==> src/rtl/adcsp_pkg.sv <==
// Shared types for the converter serial port.
// Assumes a 2-bit channel tag and a 2-bit power-mode field.
package adcsp_pkg;
    localparam int TAG_BITS  = 2;
    localparam int LEAD_BITS = 2;

    typedef enum logic [1:0] {
        PM_RSVD   = 2'b00,
        PM_AUTO   = 2'b01,
        PM_FULL   = 2'b10,
        PM_NORMAL = 2'b11
    } pm_e;

    typedef enum logic [1:0] {
        PS_ON   = 2'b00,
        PS_OFF  = 2'b01,
        PS_WAKE = 2'b10
    } pstate_e;

    // Leading field of the control word, MSB first on the wire.
    typedef struct packed {
        logic                wr;
        logic [TAG_BITS-1:0] chan;
        pm_e                 pm;
    } ctrl_hdr_s;

    // Register contents kept across frames.
    typedef struct packed {
        logic [TAG_BITS-1:0] chan;
        pm_e                 pm;
    } ctrl_reg_s;

    localparam int HDR_BITS = $bits(ctrl_hdr_s);
endpackage

==> src/rtl/adcsp_frame.sv <==
// Serial framing unit. Finds select and serial-clock edges by sampling them on clk.
// Shifts the control-word header in and the result frame out, and reports the
// 12th, 14th and last falling edge as single-cycle pulses.
// Assumes the serial inputs are synchronous to clk and hold each level for at least 2 clks.
module adcsp_frame
    import adcsp_pkg::*;
#(
    parameter int FRAME_BITS = 16,
    parameter int CTRL_BITS  = 12,
    parameter int TRACK_EDGE = 14
) (
    input  logic                  clk,
    input  logic                  rst_n,
    input  logic                  sclk,
    input  logic                  cs_n,
    input  logic                  din,
    input  logic [FRAME_BITS-1:0] tx_word,
    output logic                  dout,
    output logic                  dout_oe,
    output logic                  cs_fall_o,
    output logic                  cs_rise_o,
    output logic                  word_valid_o,
    output logic [HDR_BITS-1:0]   ctrl_hdr_o,
    output logic                  track_edge_o,
    output logic                  frame_end_o
);
    localparam int CW = $clog2(FRAME_BITS + 1);

    logic                  cs_q, sclk_q, active, oe_q;
    logic [CW-1:0]         cnt, cnt_nx;
    logic [HDR_BITS-1:0]   in_sh;
    logic [FRAME_BITS-1:0] out_sh;
    logic                  sclk_fall, bit_edge;

    // Edge decode and falling-edge event pulses.
    always_comb begin
        sclk_fall    = sclk_q & ~sclk;
        cs_fall_o    = cs_q & ~cs_n;
        cs_rise_o    = ~cs_q & cs_n;
        bit_edge     = active & ~cs_n & sclk_fall;
        cnt_nx       = cnt + CW'(1);
        word_valid_o = bit_edge && (cnt_nx == CW'(CTRL_BITS));
        track_edge_o = bit_edge && (cnt_nx == CW'(TRACK_EDGE));
        frame_end_o  = bit_edge && (cnt_nx == CW'(FRAME_BITS));
        ctrl_hdr_o   = in_sh;
        dout         = oe_q & out_sh[FRAME_BITS-1];
        dout_oe      = oe_q;
    end

    // Frame sequencing: load at select fall, shift per falling edge, stop at end or abort.
    always_ff @(posedge clk) begin
        if (!rst_n) begin
            cs_q   <= 1'b1;
            sclk_q <= 1'b1;
            active <= 1'b0;
            oe_q   <= 1'b0;
            cnt    <= '0;
            in_sh  <= '0;
            out_sh <= '0;
        end else begin
            cs_q   <= cs_n;
            sclk_q <= sclk;
            if (cs_fall_o) begin
                active <= 1'b1;
                oe_q   <= 1'b1;
                cnt    <= '0;
                out_sh <= tx_word;
            end else if (cs_rise_o) begin
                active <= 1'b0;
                oe_q   <= 1'b0;
            end else if (bit_edge) begin
                cnt    <= cnt_nx;
                out_sh <= out_sh << 1;
                if (cnt < CW'(HDR_BITS))
                    in_sh <= {in_sh[HDR_BITS-2:0], din};
                if (frame_end_o) begin
                    active <= 1'b0;
                    oe_q   <= 1'b0;
                end
            end
        end
    end

    assert_cnt_range_R1: assert property (@(posedge clk) disable iff (!rst_n)
        cnt <= CW'(FRAME_BITS));
    assert_oe_idle_R2: assert property (@(posedge clk) disable iff (!rst_n)
        (cs_n && cs_q) |-> !dout_oe);
    assert_oe_start_R2: assert property (@(posedge clk) disable iff (!rst_n)
        $rose(dout_oe) |-> $past(cs_fall_o));
endmodule

==> src/rtl/adcsp_power.sv <==
// Power-mode sequencer. Tracks awake, asleep and waking states and the track/hold
// output, and counts the wake delay in clk cycles.
// Assumes the event pulses from the framing unit last one cycle and never coincide.
module adcsp_power
    import adcsp_pkg::*;
#(
    parameter int WAKE_CYCLES = 50
) (
    input  logic clk,
    input  logic rst_n,
    input  pm_e  pm,
    input  logic cs_fall_i,
    input  logic cs_rise_i,
    input  logic track_edge_i,
    input  logic frame_end_i,
    output logic track_en,
    output logic pwr_ready,
    output logic frame_stale
);
    localparam int WW = $clog2(WAKE_CYCLES + 1);

    pstate_e       state;
    logic [WW-1:0] wake_cnt;
    logic          track_q, stale_q;

    // Output view of the power state.
    always_comb begin
        pwr_ready   = (state == PS_ON);
        track_en    = track_q;
        frame_stale = stale_q;
    end

    // Power state, wake counter and track/hold control.
    always_ff @(posedge clk) begin
        if (!rst_n) begin
            state    <= PS_ON;
            wake_cnt <= '0;
            track_q  <= 1'b1;
            stale_q  <= 1'b0;
        end else begin
            if (state == PS_WAKE) begin
                wake_cnt <= wake_cnt + WW'(1);
                if (wake_cnt == WW'(WAKE_CYCLES - 1))
                    state <= PS_ON;
            end
            if (cs_fall_i) begin
                stale_q <= (state != PS_ON);
                track_q <= 1'b0;
                if (state == PS_OFF && pm == PM_AUTO) begin
                    state    <= PS_WAKE;
                    wake_cnt <= '0;
                    track_q  <= 1'b1;
                end
            end
            if (cs_rise_i && state == PS_OFF && pm == PM_NORMAL) begin
                state    <= PS_WAKE;
                wake_cnt <= '0;
            end
            if (track_edge_i && !(state == PS_OFF && pm != PM_NORMAL))
                track_q <= 1'b1;
            if (frame_end_i && !stale_q && (pm == PM_FULL || pm == PM_AUTO)) begin
                state   <= PS_OFF;
                track_q <= 1'b0;
            end
        end
    end

    assert_ready_from_wake_R9: assert property (@(posedge clk) disable iff (!rst_n)
        $rose(pwr_ready) |-> $past(state == PS_WAKE));
    assert_sleep_at_end_R7: assert property (@(posedge clk) disable iff (!rst_n)
        (state == PS_OFF && $past(state) != PS_OFF) |-> $past(frame_end_i));
    assert_wake_on_select_R8: assert property (@(posedge clk) disable iff (!rst_n)
        (state == PS_WAKE && $past(state) == PS_OFF) |-> $past(cs_fall_i || cs_rise_i));
    assert_hold_cause_R5: assert property (@(posedge clk) disable iff (!rst_n)
        $fell(track_en) |-> $past(cs_fall_i || frame_end_i));
endmodule

==> src/rtl/adcsp_ctrl.sv <==
// Top of the converter serial port. Holds the control register, builds the
// outgoing frame and connects the framing unit to the power sequencer.
// Assumes the result input is stable around each select fall.
module adcsp_ctrl
    import adcsp_pkg::*;
#(
    parameter int RESULT_BITS = 12,
    parameter int CTRL_BITS   = 12,
    parameter int TRACK_EDGE  = 14,
    parameter int WAKE_CYCLES = 50
) (
    input  logic                   clk,
    input  logic                   rst_n,
    input  logic                   sclk,
    input  logic                   cs_n,
    input  logic                   din,
    input  logic [RESULT_BITS-1:0] conv_result,
    output logic                   dout,
    output logic                   dout_oe,
    output logic                   track_en,
    output logic                   pwr_ready,
    output logic                   frame_stale,
    output logic [TAG_BITS-1:0]    chan_sel
);
    localparam int FRAME_BITS = LEAD_BITS + TAG_BITS + RESULT_BITS;

    ctrl_reg_s             ctrl_q;
    ctrl_hdr_s             hdr;
    logic [HDR_BITS-1:0]   hdr_bits;
    logic [FRAME_BITS-1:0] tx_word;
    logic cs_fall, cs_rise, word_valid, track_edge, frame_end;

    // Frame content and header decode.
    always_comb begin
        tx_word  = {LEAD_BITS'(0), ctrl_q.chan, conv_result};
        hdr      = ctrl_hdr_s'(hdr_bits);
        chan_sel = ctrl_q.chan;
    end

    // Control register: commits on the 12th edge only when the write bit is set.
    always_ff @(posedge clk) begin
        if (!rst_n)
            ctrl_q <= '{chan: '0, pm: PM_NORMAL};
        else if (word_valid && hdr.wr)
            ctrl_q <= '{chan: hdr.chan, pm: hdr.pm};
    end

    adcsp_frame #(
        .FRAME_BITS(FRAME_BITS),
        .CTRL_BITS (CTRL_BITS),
        .TRACK_EDGE(TRACK_EDGE)
    ) u_frame (
        .clk         (clk),
        .rst_n       (rst_n),
        .sclk        (sclk),
        .cs_n        (cs_n),
        .din         (din),
        .tx_word     (tx_word),
        .dout        (dout),
        .dout_oe     (dout_oe),
        .cs_fall_o   (cs_fall),
        .cs_rise_o   (cs_rise),
        .word_valid_o(word_valid),
        .ctrl_hdr_o  (hdr_bits),
        .track_edge_o(track_edge),
        .frame_end_o (frame_end)
    );

    adcsp_power #(
        .WAKE_CYCLES(WAKE_CYCLES)
    ) u_power (
        .clk         (clk),
        .rst_n       (rst_n),
        .pm          (ctrl_q.pm),
        .cs_fall_i   (cs_fall),
        .cs_rise_i   (cs_rise),
        .track_edge_i(track_edge),
        .frame_end_i (frame_end),
        .track_en    (track_en),
        .pwr_ready   (pwr_ready),
        .frame_stale (frame_stale)
    );

    assert_write_gate_R3: assert property (@(posedge clk) disable iff (!rst_n)
        !$stable(ctrl_q) |-> $past(word_valid && hdr.wr));
endmodule

==> config.mk <==
export PLATFORM = sky130hd
export DESIGN_NAME = adcsp_ctrl
export DESIGN_NICKNAME = d
export VERILOG_FILES = /design/src/rtl/adcsp_pkg.sv /design/src/rtl/adcsp_frame.sv /design/src/rtl/adcsp_power.sv /design/src/rtl/adcsp_ctrl.sv
export SDC_FILE = /design/constraint.sdc
export NUM_CORES = 1
export LEC_CHECK = 0
export ABC_AREA = 1
export BUFFER_PORTS_ARGS = -buffer_cell sky130_fd_sc_hd__buf_2
export CORE_ASPECT_RATIO = 0.6
export CORE_MARGIN = 2
export CORE_UTILIZATION = 51
export DETAILED_ROUTE_END_ITERATION = 6
export GPL_TIMING_DRIVEN = 0
export HOLD_SLACK_MARGIN = 0.03
export PLACE_DENSITY = 0.74
export SYNTH_ARGS = -nofsm -noshare
export SYNTH_HDL_FRONTEND = slang
export SYNTH_SLANG_ARGS = --single-unit
==> constraint.sdc <==
create_clock -name clk -period 1.35 [get_ports clk]
set_input_delay 0.0675 -clock clk [delete_from_list [all_inputs] [get_ports clk]]
set_output_delay 0.0675 -clock clk [all_outputs]
set_load 0.005 [all_outputs]
==> reports/results.txt, run 1 <==
post-synthesis register bit count = 43
clk slew on worst S/H paths = 0.09 ns
GRT busiest layer = met1
antenna-violating nets left = 0
Slew Limit Fails = 0
period utilization = 100.3%
initial core utilization = 54.08%
first-pass GRT wire length = 7.120 mm
setup total negative slack = -0.004444 ns
WHS Path Cells = 3
run status = finished with violations
die area = 4506 sq um
total number of vias = 1842
Register-to-Register Setup Slack = -0.004 ns
initial drt markers = 95
All-Layer GR Usage = 20.86%
vias per cell = 5.060
CTS H-Tree Depth = 2
register area share after synthesis = 42.52%
die height = 52.80 um
largest net degree at the start of global routing = 14
die width = 85.34 um
hold_sp = conv_result[8]
CP startpoint kind = register
Place WS = -0.1684 ns
R2R Path Start = u_frame.cnt[1]
clock latency on the worst-skew pair = 0.29 ns
yosys warns = 0
Async S/R FF share, synth = 0%
Fin. Hold Viols = 0
Worst Setup End Kind = register
number of synthesized flops with an enable pin = 0
M3 GR Usage = 5.197%
Max-slew headroom = 70.35%
critical path fanouts, max = 5
Worst Reg2Reg Path Length in Cells = 9
Worst-Margin Slew = 0.4448 ns
number of global-route vias before repair = 1513
CTS buffer count = 5
initial antenna violation count = 0
commonest cells after routing, fill and taps aside = nand2_1, dfxtp_1, nor2_1, buf_2, nand3_1
Mean Syn Cell Area = 7.282 sq um
Buffers on Ports = 22
failing checks = setup timing
MaxCap Viol Count = 0
layout overhead on the synthesized area = 22.68%
met1 capacity usage during global routing = 31.31%
Boundary Pins = 24
post-synth cell types = 26
gr ovfl total = 0
placed insts = 347
Post-DP HPWL = 3.080 mm
Post-Place Cell Area = 2198 sq um
Synth Flop Type = dfxtp_1
ratio of cells with drive above 1 in the final layout = 26.18%
num rows = 17
CTS tree = done
minimum clock period = 1.354 ns
RR Endpoint = u_power.track_en
Critical Path RT = 1.55 ns
RSZ-0062 raised after global routing = yes
DRC viols = 0
Power Density = 1051 nW/um^2
clock sink total = 43
DRT Wirelength = 4.357 mm
commonest non-fill, non-tap cell in the layout = nand2_1
grt met2 use = 28.52%
Crit Path Category = register to register
VDD IR max = 678.5 uV
RD Place Congestion = 0.8734
mapped cell area = 2024 sq um
Post-Syn Nets = 302
root buf cell = clkbuf_8
clock skew = 0.005059 ns
hold endpoint = u_frame.out_sh[8]
Synth Instances = 278
critical path arrival = 1.55 ns
HP Class = input pin to register
Core Area = 3744 sq um
Layout Nets = 340
worst setup slack after layout = -0.004444 ns
final setup fails = 1
WL per Instance = 11.97 um
Non-Filler Instances = 364
Finished Cell Area = 2484 sq um
ANT cells = 0
deepest clock path buffer count = 2
1st-pass router iterations = 4
Static Leak = 1.099 nW
Max Fclk = 738.3 MHz
worst max-delay path, cell delays in order (launching register included):
cell	delay, ns
dfxtp_4	0.38
ha_4	0.17
nand3_1	0.07
nand2_1	0.07
nand2_2	0.12
nand2_1	0.09
nor2_2	0.12
nand3_1	0.10
nand2_1	0.08
inv_1	0.04
area by class of cell:
class                           instances  area [sq um]
Timing Repair Buffer                   31         198.9
Clock inverter                          2         35.03
Tap cell                               47         58.81
Clock buffer                            6         82.58
Multi-Input combinational cell        199          1072
Fill cell                             354          1260
Sequential cell                        43         872.1
Inverter                               26         100.1
Buffer                                 10         63.81
Yosys cell counts, drive strengths merged (2+ instances only):
library cell / count / share of area [%]
xor2: 3 / 1.3
a31oi: 14 / 4.3
clkbuf: 2 / 0.37
nand2: 76 / 15
o21ai: 22 / 5.4
a21boi: 2 / 0.93
dfxtp: 43 / 43
inv: 26 / 4.9
buf: 8 / 2.3
ha: 7 / 4.3
a21oi: 8 / 2.0
nand3: 17 / 4.2
nand4: 7 / 2.8
nor2: 40 / 8.7
logic make-up (layout without fill, tap and decap cells):
group                      count (synthesis)  after routing  share of synthesized area (%)
and+or+nand+nor                          142            142                          31.09
AOI/OAI and AO/OA                         46             46                          12.67
adders and majority gates                  7              7                          4.326
buffers and inverters                     36             75                          7.664
DFF                                       43             43                          42.52
xor gates and xnor gates                   4              4                          1.731
timing repair:
item,4_1_cts,5_1_grt
endpoints found under the setup margin,21,23
resized for setup,10,17
setup buffers,3,4
hold buffers,2,0
hold endpoints to repair,2,0
pin swaps,3,11
worst max-delay path by stage:
| stage | end | from | slack [ns] | depth (start not counted) |
|---|---|---|---|---|
| 2_1_floorplan | u_power.track_en | u_frame.cnt[0] | 0.02 | 8 |
| 3_3_place_gp | u_power.track_en | u_frame.cnt[0] | -0.14 | 8 |
| 3_5_place_dp | u_power.track_en | u_frame.cnt[0] | -0.17 | 8 |
| 4_1_cts | u_frame.out_sh[5] | u_frame.cs_q | 0.004 | 7 |
| 5_1_grt | chan_sel[0] | u_frame.active | -0.09 | 8 |
| 6_report | u_power.track_en | u_frame.cnt[1] | -0.004 | 9 |
metrics by stage:
step / utilization [%] / hold slack, ns / total power, mW
finish: 66.34 / 0.03611 / 2.611
global placement: 58.72 / 0.2687 / 1.566
detailed placement: 58.72 / 0.2762 / 1.570
CTS: 64.14 / 0.03098 / 2.605
global route: 66.34 / 0.04026 / 2.704
floorplan: - / 0.1653 / 1.498
routing by layer:
metal | routed length (um) | share of wire, % | up-vias
li1 | - | - | 980
met1 | 2365 | 54 | 816
met2 | 1770 | 41 | 44
met3 | 196 | 4.5 | 2
met4 | 24 | 0.55 | 0
met5 | 0 | 0 | -
registers in the layout, summed over array words and instances (netlist names):
register,cells
u_frame.out_sh,16
u_power.wake_cnt,6
u_frame.cnt,5
u_frame.ctrl_hdr_o,5
chan_sel,2
ctrl_q,2
u_power.state,2
u_frame.active,1
u_frame.cs_q,1
u_frame.sclk_q,1
u_power.frame_stale,1
u_power.track_en,1
power breakdown:
part / internal [mW] / leakage (nW) / switching [mW] / total [mW]
clock: 0.599 / 0.0612 / 0.449 / 1.05
sequential: 1.31 / 0.352 / 0.0280 / 1.34
combinational: 0.0905 / 0.686 / 0.136 / 0.226
Power figures use the tool's default switching activity.
==> run 2: changes to the inputs <==
--- a/config.mk
+++ b/config.mk
@@ -5,15 +5,15 @@
 export SDC_FILE = /design/constraint.sdc
 export NUM_CORES = 1
 export LEC_CHECK = 0
-export ABC_AREA = 1
 export BUFFER_PORTS_ARGS = -buffer_cell sky130_fd_sc_hd__buf_2
 export CORE_ASPECT_RATIO = 0.6
 export CORE_MARGIN = 2
-export CORE_UTILIZATION = 51
+export CORE_UTILIZATION = 52
 export DETAILED_ROUTE_END_ITERATION = 6
 export GPL_TIMING_DRIVEN = 0
 export HOLD_SLACK_MARGIN = 0.03
-export PLACE_DENSITY = 0.74
+export PLACE_DENSITY = 0.75
+export SETUP_SLACK_MARGIN = 0.3
 export SYNTH_ARGS = -nofsm -noshare
 export SYNTH_HDL_FRONTEND = slang
 export SYNTH_SLANG_ARGS = --single-unit
==> reports/results.txt, run 2 <==
run status = finished with violations
failing checks = setup timing
DRT Wirelength = 6.569 mm (+51%)
Synth Flop Type = dfxtp_1
HP Class = input pin to register
clock skew = 0.007761 ns (+0.002702 ns)
Post-Syn Nets = 260 (-14%)
gr ovfl total = 0 (unchanged)
WL per Instance = 18.61 um (+55%)
MaxCap Viol Count = 0 (unchanged)
Static Leak = 1.526 nW (+39%)
die height = 52.97 um (+0.32%)
registers with the most flip-flops = u_frame.out_sh (16), u_power.wake_cnt (6)
Post-Place Cell Area = 2355 sq um (+7.1%)
number of flip-flops in the largest register = 16 (unchanged)
layout overhead on the synthesized area = 52.26%
top post-synthesis cells by area = dfxtp_1, nand2_1, o211a_1, nand3_1, mux2i_1
Yosys top cell by area = dfxtp_1
clock sink total = 43 (unchanged)
number of global-route vias before repair = 1818 (+20%)
largest family of logic cells by synthesized area = simple AND/OR/NAND/NOR gates
Synth Instances = 236 (-15%)
Boundary Pins = 24 (unchanged)
num rows = 17 (unchanged)
Place WS = -0.3446 ns (-0.1762 ns)
minimum clock period = 1.609 ns (+0.2547 ns)
DRC viols = 0 (unchanged)
Synth Area in XOR/XNOR = 4.636% (+2.9 points)
commonest cells after routing, fill and taps aside = dfxtp_1, nand2_1, buf_2, buf_4, nand3_2
Mean Syn Cell Area = 8.806 sq um (+21%)
CP startpoint kind = register
Max-slew headroom = 59.91% (-10 points)
total number of vias = 2046 (+11%)
Async S/R FF share, synth = 0% (unchanged)
register area share after synthesis = 41.42% (-1.1 points)
critical path arrival = 1.84 ns (+0.29 ns)
vias per cell = 5.796 (+15%)
Core Area = 3744 sq um (unchanged)
post-synth cell types = 40 (+54%)
ANT cells = 0 (unchanged)
antenna-violating nets left = 0 (unchanged)
Top reg by flops = u_frame.out_sh
Critical-path top delay cell = dfxtp_4
worst setup slack after layout = -0.2592 ns (-0.2547 ns)
clock latency on the worst-skew pair = 0.31 ns (+0.02 ns)
CTS tree = done
mapped cell area = 2078 sq um (+2.7%)
clk slew on worst S/H paths = 0.08 ns (about the same)
All-Layer GR Usage = 25.60% (+4.7 points)
adder-cell area share of the yosys netlist = 4.214% (-0.11 points)
VDD IR max = 889.7 uV (+31%)
number of synthesized flops with an enable pin = 0 (unchanged)
Buffers on Ports = 23 (+4.5%)
initial drt markers = 133 (+40%)
mux cell area share after synthesis = 4.335% (+4.3 points)
Crit Path Category = register to register
initial core utilization = 55.51% (+1.4 points)
Layout Nets = 329 (-3.2%)
Post-DP HPWL = 3.274 mm (+6.3%)
Post-synth top cells = dfxtp_1, nand2_1, nand3_1
die width = 85.62 um (+0.33%)
crit-path cells = ha_4, buf_6, nand3b_1, a2111oi_4, buf_4, mux2i_1
Worst-Margin Slew = 0.6014 ns (+0.1566 ns)
period utilization = 119.2% (+19 points)
Worst Setup End Kind = register
first-pass GRT wire length = 8.714 mm (+22%)
post-synthesis register bit count = 43 (unchanged)
largest net degree at the start of global routing = 13 (-1)
Finished Cell Area = 3164 sq um (+27%)
Max Fclk = 621.4 MHz (-16%)
CTS buffer count = 5 (unchanged)
final setup fails = 29 (+28)
commonest non-fill, non-tap cell in the layout = dfxtp_1
crit-path max cell delay = 0.39 ns (about the same)
1st-pass router iterations = 5 (+1)
initial antenna violation count = 0 (unchanged)
Worst Reg2Reg Path Length in Cells = 6 (-3)
Critical Path RT = 1.59 ns (+0.04 ns)
critical path fanouts, max = 4 (-1)
post-synthesis compound-gate area fraction = 14.09% (+1.4 points)
RSZ-0062 raised after global routing = yes
RD Place Congestion = 0.8041 (-7.9%)
root buf cell = clkbuf_8
die area = 4535 sq um (+0.65%)
share of the synthesized area in the top cell type = 41.42% (-1.1 points)
deepest clock path buffer count = 2 (unchanged)
ratio of cells with drive above 1 in the final layout = 43.14% (+17 points)
Slew Limit Fails = 0 (unchanged)
Fin. Hold Viols = 0 (unchanged)
CTS H-Tree Depth = 2 (unchanged)
simple-gate share of the synthesized area = 26.19% (-4.9 points)
yosys warns = 0 (unchanged)
Power Density = 831.1 nW/um^2 (-21%)
WHS Path Cells = 2 (-1)
==> run 2: power by group <==
part | switching [mW] | internal (mW) | total [mW]
Sequential | 0.0429 | 1.31 | 1.35
Clock | 0.467 | 0.468 | 0.935
Combinational | 0.170 | 0.177 | 0.347
Total | 0.680 | 1.95 | 2.63
==> run 2: path summary, 6_finish.rpt <==
check | from | to | slack (ns)
max | u_frame.cnt[1] | ctrl_q[0] | -0.26
min | conv_result[3] | u_frame.out_sh[3] | 0.02
max reg2reg | u_frame.cnt[1] | ctrl_q[0] | -0.26
min reg2reg | u_frame.out_sh[14] | u_frame.out_sh[15] | 0.47
==> run 2: final cells by class <==
cell class | instances | area (sq um)
buffer | 17 | 173.9
clock buffer | 8 | 100.1
fill | 195 | 579.3
inverter | 6 | 22.52
multi-input combinational | 170 | 1424
sequential | 43 | 874.6
tap | 47 | 58.81
timing repair buffer | 62 | 510.5
==> run 2: cells by family (layout without fill, tap and decap cells) <==
| logic type | after synthesis | after routing |
|---|---|---|
| simple gates | 110 | 110 |
| compound gates | 33 | 33 |
| buf+inv | 23 | 93 |
| xor+xnor | 11 | 11 |
| mux | 9 | 9 |
| flops | 43 | 43 |
| fa+ha+maj | 7 | 7 |
==> run 2: per-layer routing <==
metal  GRT usage [%]  vias to the layer above  share of wire, %
li1                -                      951                 -
met1           33.46                      989                42
met2           41.80                       86                49
met3           6.240                       20               6.3
met4           8.995                        0               2.8
met5               0                        -                 0
==> run 2: per-stage QoR <==
stage | TNS, ns | std cells | total power, mW | utilization, % | hold WS [ns]
finish | -2.816 | 353 | 2.630 | 84.53 | 0.02172
global route | -4.840 | 353 | 2.706 | 84.53 | 0.03548
CTS | -1.383 | 342 | 2.527 | 77.17 | 0.03217
detailed placement | -1.558 | 306 | 1.565 | 62.90 | 0.2938
global placement | -1.386 | 306 | 1.560 | 62.90 | 0.2897
floorplan | -0.6091 | 236 | 1.494 | - | 0.1690
==> run 2: worst max-delay path: cells and delay by family (launching register included) <==
kind                     cells  cell delay, ns
flip-flops                   1            0.39
adder cells (fa/ha/maj)      1            0.14
multiplexers                 1            0.19
AND/OR/NAND/NOR              1            0.14
AO/OA/AOI/OAI                1            0.36
buffers and inverters        2            0.31
==> run 2: repair_timing <==
action | 4_1_cts | 5_1_grt
hold endpoints to repair | 11 | 0
setup buffers | 14 | 10
hold buffers | 11 | 0
pin swaps | 13 | 10
endpoints found under the setup margin | 41 | 42
gates cloned | 3 | 1
resized for setup | 51 | 43
==> run 3: changes to the inputs <==
==> constraint.sdc (replaced) <==
create_clock -name clk -period 1.3 [get_ports clk]
set_input_delay 0.065 -clock clk [delete_from_list [all_inputs] [get_ports clk]]
set_output_delay 0.065 -clock clk [all_outputs]
set_load 0.005 [all_outputs]
==> reports/results.txt, run 3 (synthesized netlist as in run 2, its figures left out) <==
run status = finished with violations
failing checks = setup timing
met1 capacity usage during global routing = 34.82% (+1.4 points)
root buf cell = clkbuf_8
worst setup slack after layout = -0.3278 ns (-0.06863 ns)
CP top delay family = buffers and inverters
critical path fanouts, max = 6 (+2)
Slew Limit Fails = 0 (unchanged)
MaxCap Viol Count = 0 (unchanged)
fillers = 204 (+4.6%)
Static Leak = 1.529 nW (+0.21%)
DRT Wirelength = 6.058 mm (-7.8%)
Internal Power = 2.013 mW (+3.3%)
clock skew = 0.002525 ns (-0.005237 ns)
number of flip-flops in the largest register = 16 (unchanged)
clock sink total = 43 (unchanged)
Crit Path Category = register to register
Register Area = 877.1 sq um (+0.29%)
die area = 4535 sq um (unchanged)
initial core utilization = 55.51% (unchanged)
crit-path cells = buf_4, ha_4, nand2_1, a2111oi_4, buf_4, mux2i_1
DRC viols = 0 (unchanged)
Layout Nets = 320 (-2.7%)
critical path arrival = 1.86 ns (+0.02 ns)
gr ovfl total = 0 (unchanged)
Max-slew headroom = 63.71% (+3.8 points)
Critical Path RT = 1.53 ns (-0.06 ns)
RD Place Congestion = 0.8696 (+8.1%)
Max Fclk = 614.3 MHz (-1.1%)
largest net degree at the start of global routing = 15 (+2)
area taken by multi-input logic gates = 1468 sq um (+3.1%)
total number of vias = 1968 (-3.8%)
initial drt markers = 81 (-39%)
CTS buffer count = 5 (unchanged)
antenna-violating nets left = 0 (unchanged)
clock latency on the worst-skew pair = 0.30 ns (about the same)
ratio of cells with drive above 1 in the final layout = 43.43% (+0.30 points)
worst hold margin = 0.09083 ns (+0.06911 ns)
Worst-Margin Slew = 0.5443 ns (-0.05707 ns)
HP Class = input pin to register
crit-path max cell delay = 0.37 ns (-0.02 ns)
R2R Path Start = u_frame.cnt[1]
CTS H-Tree Depth = 2 (unchanged)
Clock power frac = 36.4% (+0.9 points)
period utilization = 125.2% (+6.0 points)
P_sw = 0.7020 mW (+3.3%)
Comb power frac = 11.9% (-1.3 points)
num rows = 17 (unchanged)
Fin. Hold Viols = 0 (unchanged)
Post-DP HPWL = 3.265 mm (-0.25%)
vias per cell = 5.721 (-1.3%)
crit path from = u_frame.cnt[1]
Core Area = 3744 sq um (unchanged)
Worst Setup End Kind = register
minimum clock period = 1.628 ns (+0.01863 ns)
grt met2 use = 42.06% (+0.26 points)
All-Layer GR Usage = 26.07% (+0.47 points)
Reg power frac = 51.7% (+0.4 points)
1st-pass router iterations = 4 (-1)
deepest clock path buffer count = 2 (unchanged)
clk slew on worst S/H paths = 0.09 ns (about the same)
RSZ-0062 raised after global routing = yes
Worst Path Buf+Inv = 2 (unchanged)
VDD IR max = 629.8 uV (-29%)
layout overhead on the synthesized area = 49.49%
final setup fails = 32 (+10%)
CP startpoint kind = register
Top reg by flops = u_frame.out_sh
registers with the most flip-flops = u_frame.out_sh (16), u_power.wake_cnt (6)
first-pass GRT wire length = 8.963 mm (+2.9%)
commonest non-fill, non-tap cell in the layout = dfxtp_1
Critical-path top delay cell = dfxtp_4
die width = 85.62 um (unchanged)
ANT cells = 0 (unchanged)
WL per Instance = 17.61 um (-5.4%)
fin util = 82.99% (-1.5 points)
M3 GR Usage = 6.396% (+0.16 points)
hold_sp = conv_result[0]
Switching Fraction = 25.85% (about the same)
cell mode on critical path = buf_4
commonest cells after routing, fill and taps aside = dfxtp_1, nand2_1, buf_2, nand2_4, nand3_2
CTS tree = done
Buffers on Ports = 23 (unchanged)
Power Density = 874.1 nW/um^2 (+5.2%)
initial antenna violation count = 0 (unchanged)
GRT busiest layer = met2
number of global-route vias before repair = 1867 (+2.7%)
die height = 52.97 um (unchanged)
Boundary Pins = 24 (unchanged)
[run 3: timing repair]
| action | CTS | global route |
|---|---|---|
| resized for setup | 61 | 31 |
| endpoints found under the hold margin | 13 | 0 |
| setup endpoints to repair | 42 | 44 |
| pin swaps | 9 | 13 |
| hold buffers | 13 | 0 |
| gates cloned | 1 | 0 |
| buffers inserted | 13 | 3 |
[run 3: final timing paths]
kind,end,slack (ns),cells after the start
setup / recovery,chan_sel[1],-0.33,6
hold reg to reg,chan_sel[0],0.47,2
setup reg to reg,chan_sel[1],-0.33,6
hold / removal,u_frame.out_sh[0],0.09,3
[run 3: per-stage QoR]
| step | cells | setup WS [ns] | TNS, ns | power [mW] | cell area, sq um |
|---|---|---|---|---|---|
| 2_1_floorplan | 236 | -0.2023 | -0.8278 | 1.553 | 2191 |
| 3_3_place_gp | 306 | -0.3360 | -1.587 | 1.623 | 2365 |
| 6_report | 344 | -0.3278 | -4.020 | 2.715 | 3107 |
| 3_5_place_dp | 306 | -0.3417 | -1.899 | 1.625 | 2365 |
| 4_1_cts | 341 | -0.2555 | -3.137 | 2.674 | 2950 |
| 5_1_grt | 344 | -0.4092 | -6.023 | 2.818 | 3107 |
[run 3: cell type report]
cell class | instances | share of cell area [%]
Timing Repair Buffer | 53 | 13.25
Tap cell | 47 | 1.893
Inverter | 6 | 0.7249
Clock inverter | 2 | 0.4430
Buffer | 17 | 5.195
Sequential cell | 43 | 28.23
Multi-Input combinational cell | 170 | 47.24
Clock buffer | 6 | 3.021
[run 3: metal layers]
layer / wire length, um / part of all wire (%)
met3: 309 / 5.1
met4: 123 / 2.0
met5: 0 / 0
met2: 2898 / 48
met1: 2727 / 45
[run 3: worst reg2reg max path: cells and delay by family (launching register included)]
kind            cells  cell delay (ns)
compound gates      1             0.36
fa+ha+maj           1             0.15
buf+inv             2             0.38
flops               1             0.37
mux                 1             0.19
simple gates        1             0.11
[run 3: power groups by stage]
stage          Clock [mW]  Combinational, mW  Sequential (mW)
2_1_floorplan           0              0.145             1.41
3_3_place_gp            0              0.210             1.41
3_5_place_dp            0              0.212             1.41
4_1_cts             0.985              0.295             1.39
5_1_grt              1.06              0.346             1.41
6_report            0.989              0.322             1.40
